File: config.mk
export PLATFORM = sky130hd
export DESIGN_NAME = l1_resp_top
export DESIGN_NICKNAME = d
export VERILOG_FILES = /design/src/rtl/l1r_pkg.sv /design/src/rtl/l1r_policy.sv /design/src/rtl/l1r_ack_pacer.sv /design/src/rtl/l1r_fsm.sv /design/src/rtl/l1_resp_top.sv
export SDC_FILE = /design/constraint.sdc
export NUM_CORES = 1
export LEC_CHECK = 0
export CAP_MARGIN = 20
export CORE_AREA = 2 2 39 41
export DETAILED_ROUTE_END_ITERATION = 12
export DIE_AREA = 0 0 41 43
export PLACE_DENSITY = 0.6
export RECOVER_POWER = 50
export SYNTH_ARGS = -nofsm -noshare
export SYNTH_HDL_FRONTEND = slang
export SYNTH_SLANG_ARGS = --single-unit
File: constraint.sdc
create_clock -name clk -period 1.2 [get_ports clk]
set_input_delay 0.12 -clock clk [delete_from_list [all_inputs] [get_ports clk]]
set_output_delay 0.12 -clock clk [all_outputs]
set_load 0.005 [all_outputs]
File: src/rtl/l1r_pkg.sv
package l1r_pkg;
  typedef enum logic [1:0] {
    ST_ACTIVE = 2'b00,
    ST_ACKING = 2'b01,
    ST_L1     = 2'b10
  } l1r_state_e;
endpackage

File: src/rtl/l1r_policy.sv
module l1r_policy (
  input  logic allow_i,
  input  logic pend_i,
  output logic grant_o
);
  // Grant only when policy allows and nothing is waiting to go out.
  assign grant_o = allow_i & ~pend_i;
endmodule

File: src/rtl/l1r_ack_pacer.sv
module l1r_ack_pacer #(
  parameter int ACK_GAP = 16
) (
  input  logic clk,
  input  logic rst,
  input  logic start_i,
  input  logic run_i,
  output logic due_o
);
  localparam int CW = (ACK_GAP > 2) ? $clog2(ACK_GAP) : 1;
  localparam logic [CW-1:0] RELOAD = CW'(ACK_GAP - 1);

  logic [CW-1:0] cnt_q;

  always_ff @(posedge clk) begin
    if (rst) begin
      cnt_q <= RELOAD;
    end else if (start_i) begin
      cnt_q <= RELOAD;
    end else if (run_i) begin
      cnt_q <= (cnt_q == '0) ? RELOAD : cnt_q - 1'b1;
    end
  end

  assign due_o = run_i && (cnt_q == '0);

  // counter never leaves its reload range
  cnt_range_chk: assert property (@(posedge clk) disable iff (rst)
    cnt_q <= RELOAD);
endmodule

File: src/rtl/l1r_fsm.sv
module l1r_fsm
  import l1r_pkg::*;
(
  input  logic       clk,
  input  logic       rst,
  input  logic       req_i,
  input  logic       grant_i,
  input  logic       eios_i,
  input  logic       exit_i,
  input  logic       due_i,
  output logic       start_o,
  output logic       run_o,
  output logic       ack_o,
  output logic       rej_o,
  output logic       block_o,
  output logic       eidle_o,
  output logic [1:0] state_o
);
  l1r_state_e state_q;
  logic ack_q, rej_q, blk_q, eid_q;

  assign start_o = (state_q == ST_ACTIVE) && req_i && grant_i;
  assign run_o   = (state_q == ST_ACKING) && !eios_i;

  always_ff @(posedge clk) begin
    if (rst) begin
      state_q <= ST_ACTIVE;
      ack_q   <= 1'b0;
      rej_q   <= 1'b0;
      blk_q   <= 1'b0;
      eid_q   <= 1'b0;
    end else begin
      ack_q <= 1'b0;
      rej_q <= 1'b0;
      case (state_q)
        ST_ACTIVE: begin
          if (req_i) begin
            if (grant_i) begin
              state_q <= ST_ACKING;
              ack_q   <= 1'b1;
            end else begin
              rej_q <= 1'b1;
            end
          end
        end
        ST_ACKING: begin
          if (eios_i) begin
            state_q <= ST_L1;
            blk_q   <= 1'b1;
            eid_q   <= 1'b1;
          end else if (due_i) begin
            ack_q <= 1'b1;
          end
        end
        ST_L1: begin
          if (exit_i) begin
            state_q <= ST_ACTIVE;
            blk_q   <= 1'b0;
            eid_q   <= 1'b0;
          end
        end
        default: state_q <= ST_ACTIVE;
      endcase
    end
  end

  assign ack_o   = ack_q;
  assign rej_o   = rej_q;
  assign block_o = blk_q;
  assign eidle_o = eid_q;
  assign state_o = state_q;


  grant_ack_chk: assert property (@(posedge clk) disable iff (rst)
    (state_q == ST_ACTIVE && req_i && grant_i) |=> (ack_q && state_q == ST_ACKING));

  refuse_rej_chk: assert property (@(posedge clk) disable iff (rst)
    (state_q == ST_ACTIVE && req_i && !grant_i) |=> (rej_q && !ack_q && state_q == ST_ACTIVE));

  ack_only_acking_chk: assert property (@(posedge clk) disable iff (rst)
    ack_q |-> (state_q == ST_ACKING && !rej_q));

  eios_enter_chk: assert property (@(posedge clk) disable iff (rst)
    (state_q == ST_ACKING && eios_i) |=> (!ack_q && blk_q && eid_q && state_q == ST_L1));

  exit_chk: assert property (@(posedge clk) disable iff (rst)
    (state_q == ST_L1 && exit_i) |=> (!blk_q && !eid_q && state_q == ST_ACTIVE));

  no_rej_busy_chk: assert property (@(posedge clk) disable iff (rst)
    (state_q != ST_ACTIVE) |=> !rej_q);

  eidle_in_l1_chk: assert property (@(posedge clk) disable iff (rst)
    eid_q |-> (state_q == ST_L1));
endmodule

File: src/rtl/l1_resp_top.sv
module l1_resp_top #(
  parameter int ACK_GAP = 16
) (
  input  logic       clk,
  input  logic       rst,
  input  logic       l1_req_i,
  input  logic       allow_l1_i,
  input  logic       traffic_pend_i,
  input  logic       eidle_os_det_i,
  input  logic       l1_exit_i,
  output logic       send_ack_o,
  output logic       send_rej_o,
  output logic       tx_block_o,
  output logic       tx_eidle_o,
  output logic [1:0] state_o
);
  logic grant, start, run, due;

  l1r_policy u_policy (
    .allow_i (allow_l1_i),
    .pend_i  (traffic_pend_i),
    .grant_o (grant)
  );

  l1r_ack_pacer #(.ACK_GAP(ACK_GAP)) u_pacer (
    .clk     (clk),
    .rst     (rst),
    .start_i (start),
    .run_i   (run),
    .due_o   (due)
  );

  l1r_fsm u_fsm (
    .clk     (clk),
    .rst     (rst),
    .req_i   (l1_req_i),
    .grant_i (grant),
    .eios_i  (eidle_os_det_i),
    .exit_i  (l1_exit_i),
    .due_i   (due),
    .start_o (start),
    .run_o   (run),
    .ack_o   (send_ack_o),
    .rej_o   (send_rej_o),
    .block_o (tx_block_o),
    .eidle_o (tx_eidle_o),
    .state_o (state_o)
  );


  ack_rej_excl_chk: assert property (@(posedge clk) disable iff (rst)
    !(send_ack_o && send_rej_o));
endmodule

==> run_results.csv, run 1 <==
group,metric,value,unit
grt,grt_pass1_vias,416,
die,initial_core_util,30.3,%
logic_synthesis,yosysTopAreaCell,"dfxtp_1",
finish,antenna_cells,0,
routing,post_drt_wl_per_cell,11.6,um
logic_synthesis,synthCells,47,
finish,seqCellArea,185,sq um
finish,multi_input_area,229,sq um
finish,n_fill_cell,141,
timing,finalHoldViolCount,0,
routing,viasPerCell,4.96,
die,die_height,43,um
logic_synthesis,synth-edff-count,0,
grt,grt_pass1_wl,1640,um
place,portBuffers,12,
timing,timing.fmax,838,MHz
logic_synthesis,synth-warning-count,0,
cts,cts_hold_buf,0,
logic_synthesis,netlist_area,419,sq um
place,routabilityCongestion,0.759,
die,die-area,1760,sq um
logic_synthesis,synth_top_family_by_area,"simple AND/OR/NAND/NOR gates",
routing,drt_iter0_drc,5,
place,dpl_worst_slack,-0.254,ns
grt,gr-total-overflow,0,
routing,wl_met1,477,um
critical_path,start_kind,"flop",
grt,grt_antenna_before_repair,0,
die,core.rowCount,14,
logic_synthesis,ys_async_sr_fraction,0,%
cts,htreeDepth,1,
place,dp_hpwl,758,um
place,dpl.cell_count,86,
logic_synthesis,synth.net_count,55,
finish,drive_above_1_share,31.1,%
routing,firstDrtPassIters,3,
grt,grt_usage,13.2,%
place,placed_area,647,sq um
cts,cts_buffer_depth,2,
job,cap_violations,0,
finish,fin_cells,90,
logic_synthesis,yosysMostFrequentCell,"dfxtp_1",
cts,clkTransAtPathRegs,0.07,ns
finish,fin_area,688,sq um
logic_synthesis,synthSimpleGateAreaFrac,24.8,%
timing,finClkSkew,0.0134,ns
run_status,status,"finished clean",
logic_synthesis,ys_types,20,
cts,cts_setup_buffers,0,
logic_synthesis,yosysSeqAreaShare,43.0,%
routing,ant_nets,0,
critical_path,end_kind,"flop",
logic_synthesis,synth_seq_cells,9,
timing,slew_headroom,82.5,%
routing,wl,1040,um
hold_path,hp-class,"primary input to flop",
routing,vias,446,
die,num_io_pins,13,
timing,period_needed,1.19,ns
logic_synthesis,synth_area_per_cell,8.92,sq um
logic_synthesis,ys.flop_type,"dfxtp_1",
power,power,0.000639,W
logic_synthesis,synth_top_area_share,43.0,%
cts,cts.sinks,9,
cts,clock_latency,0.26,ns
timing,worst_slew_pin_slew,0.262,ns
logic_synthesis,synth_area_leaders,"dfxtp_1 43%, a21oi_1 8.4%, inv_1 5.4%, nor3b_1 5.4%, nor3_1 4.8%",
critical_path,cp.required,1.34,ns
logic_synthesis,synth_compound_area_share,22.1,%
die,die_x,41,um
finish,syn2layout_area_growth,64.2,%
cts,cts_tree,"built",
grt,grt_max_degree,8,
routing,met2_length,490,um
power,leakage,0.353,nW
critical_path,critPathArrivalTime,1.33,ns
power,p_per_area,929,nW/um^2
finish,layout.nets,83,
cts,cts_root_buf,"clkbuf_4",
timing,finalCritPeriodShare,99.5,%
routing,route.met3.wl,69,um
critical_path,criticalPathCategory,"flop to flop",
routing,maxUsedRoutingLayer,"met4",
timing,fin_ws,0.00636,ns
logic_synthesis,synth_xor_area_share,0,%
logic_synthesis,ys_top_cells_by_count,"9 x dfxtp_1, 7 x a21oi_1, 6 x inv_1",
die,core-area,1380,sq um
timing,rsz0062_at_grt,"yes",
critical_path,crit_fanout,4,
timing,drv_slew,0,
power,ir_worst_vdd,328,uV
routing,drc_errors,0,
timing,setup_violations,0,
timing,finalSetupTns,0,ns
logic_synthesis,synthAdderAreaFrac,2.99,%
logic_synthesis,muxShareOfSynthArea,0,%
cts,cts_buffers,3,
==> cell usage in the layout (no fill, tap or decap), types with 3 or more instances in the layout <==
cell type,count
dfxtp_1,7
nor3_1,4
buf_4,12
nor2_1,3
clkbuf_4,3
dlygate4sd2_1,4
clkdlybuf4s50_1,7
a21oi_1,7
inv_1,6
==> path summary, 6_finish.rpt <==
kind	endpoint	slack (ns)	cells after the start	start
setup / recovery	u_pacer.cnt_q[3]$_SDFFE_PP1P_	0.006	3	u_fsm.state_o[0]$_SDFFE_PP0P_
hold / removal	u_fsm.rej_o$_SDFF_PP0_	0.43	3	traffic_pend_i
setup reg to reg	u_pacer.cnt_q[3]$_SDFFE_PP1P_	0.006	3	u_fsm.state_o[0]$_SDFFE_PP0P_
hold reg to reg	u_fsm.rej_o$_SDFF_PP0_	0.52	2	u_fsm.state_o[1]$_SDFFE_PP0P_
==> logic make-up after synthesis <==
family	count (synthesis)
adders and majority gates	1
DFF	9
buffers and inverters	7
AOI/OAI and AO/OA	14
and+or+nand+nor	16
==> where the power goes <==
part / internal (W) / switching (W)
combinational: 0.0000587 / 0.0000355
sequential: 0.000306 / 0.00000477
clock: 0.000128 / 0.000107
total: 0.000492 / 0.000147
==> sequential cells by signal, indices dropped and copies added, names as in the netlist <==
signal and cells:
u_pacer.cnt_q 4, u_fsm.state_o 2, u_fsm.ack_o 1, u_fsm.block_o 1, u_fsm.rej_o 1
==> layout make-up <==
class	count	area share [%]
Multi-Input combinational cell	31	33.3
Timing Repair Buffer	24	29.8
Sequential cell	9	26.9
Clock buffer	4	3.82
Inverter	6	3.27
Tap cell	16	2.91
==> through the flow <==
stage	util, %	hold WS (ns)
final	49.7	0.435
after global routing	49.7	0.438
after CTS	48.7	0.432
after detailed placement	46.7	0.501
after global placement	46.7	0.490
after floorplan	-	0.185
==> worst max-delay path, cell delays in order (launching register included) <==
cell	delay [ns]
dfxtp_4	0.35
or3b_4	0.40
o41ai_2	0.20
o311ai_1	0.13
==> metal layers <==
layer | GRT usage [%] | up-vias
li1 | - | 225
met1 | 17.0 | 207
met2 | 20.9 | 12
met3 | 3.14 | 2
met4 | 4.00 | 0
met5 | 0 | -
==> timing repair <==
item / CTS / global route
pin swaps: 0 / 1
resized for setup: 6 / 6
endpoints found under the hold margin: 0 / 0
cloned: 0 / 0
setup endpoints to repair: 5 / 6
No activity file was read; power rests on OpenSTA's default activity.
==> inputs of run 2 (changes only) <==
--- a/config.mk
+++ b/config.mk
@@ -5,6 +5,7 @@
 export SDC_FILE = /design/constraint.sdc
 export NUM_CORES = 1
 export LEC_CHECK = 0
+export ABC_CLOCK_PERIOD_IN_PS = 1200
 export CAP_MARGIN = 20
 export CORE_AREA = 2 2 39 41
 export DETAILED_ROUTE_END_ITERATION = 12
==> results of run 2 <==
The final DEF is identical to that of run 1; final timing and power are the same.
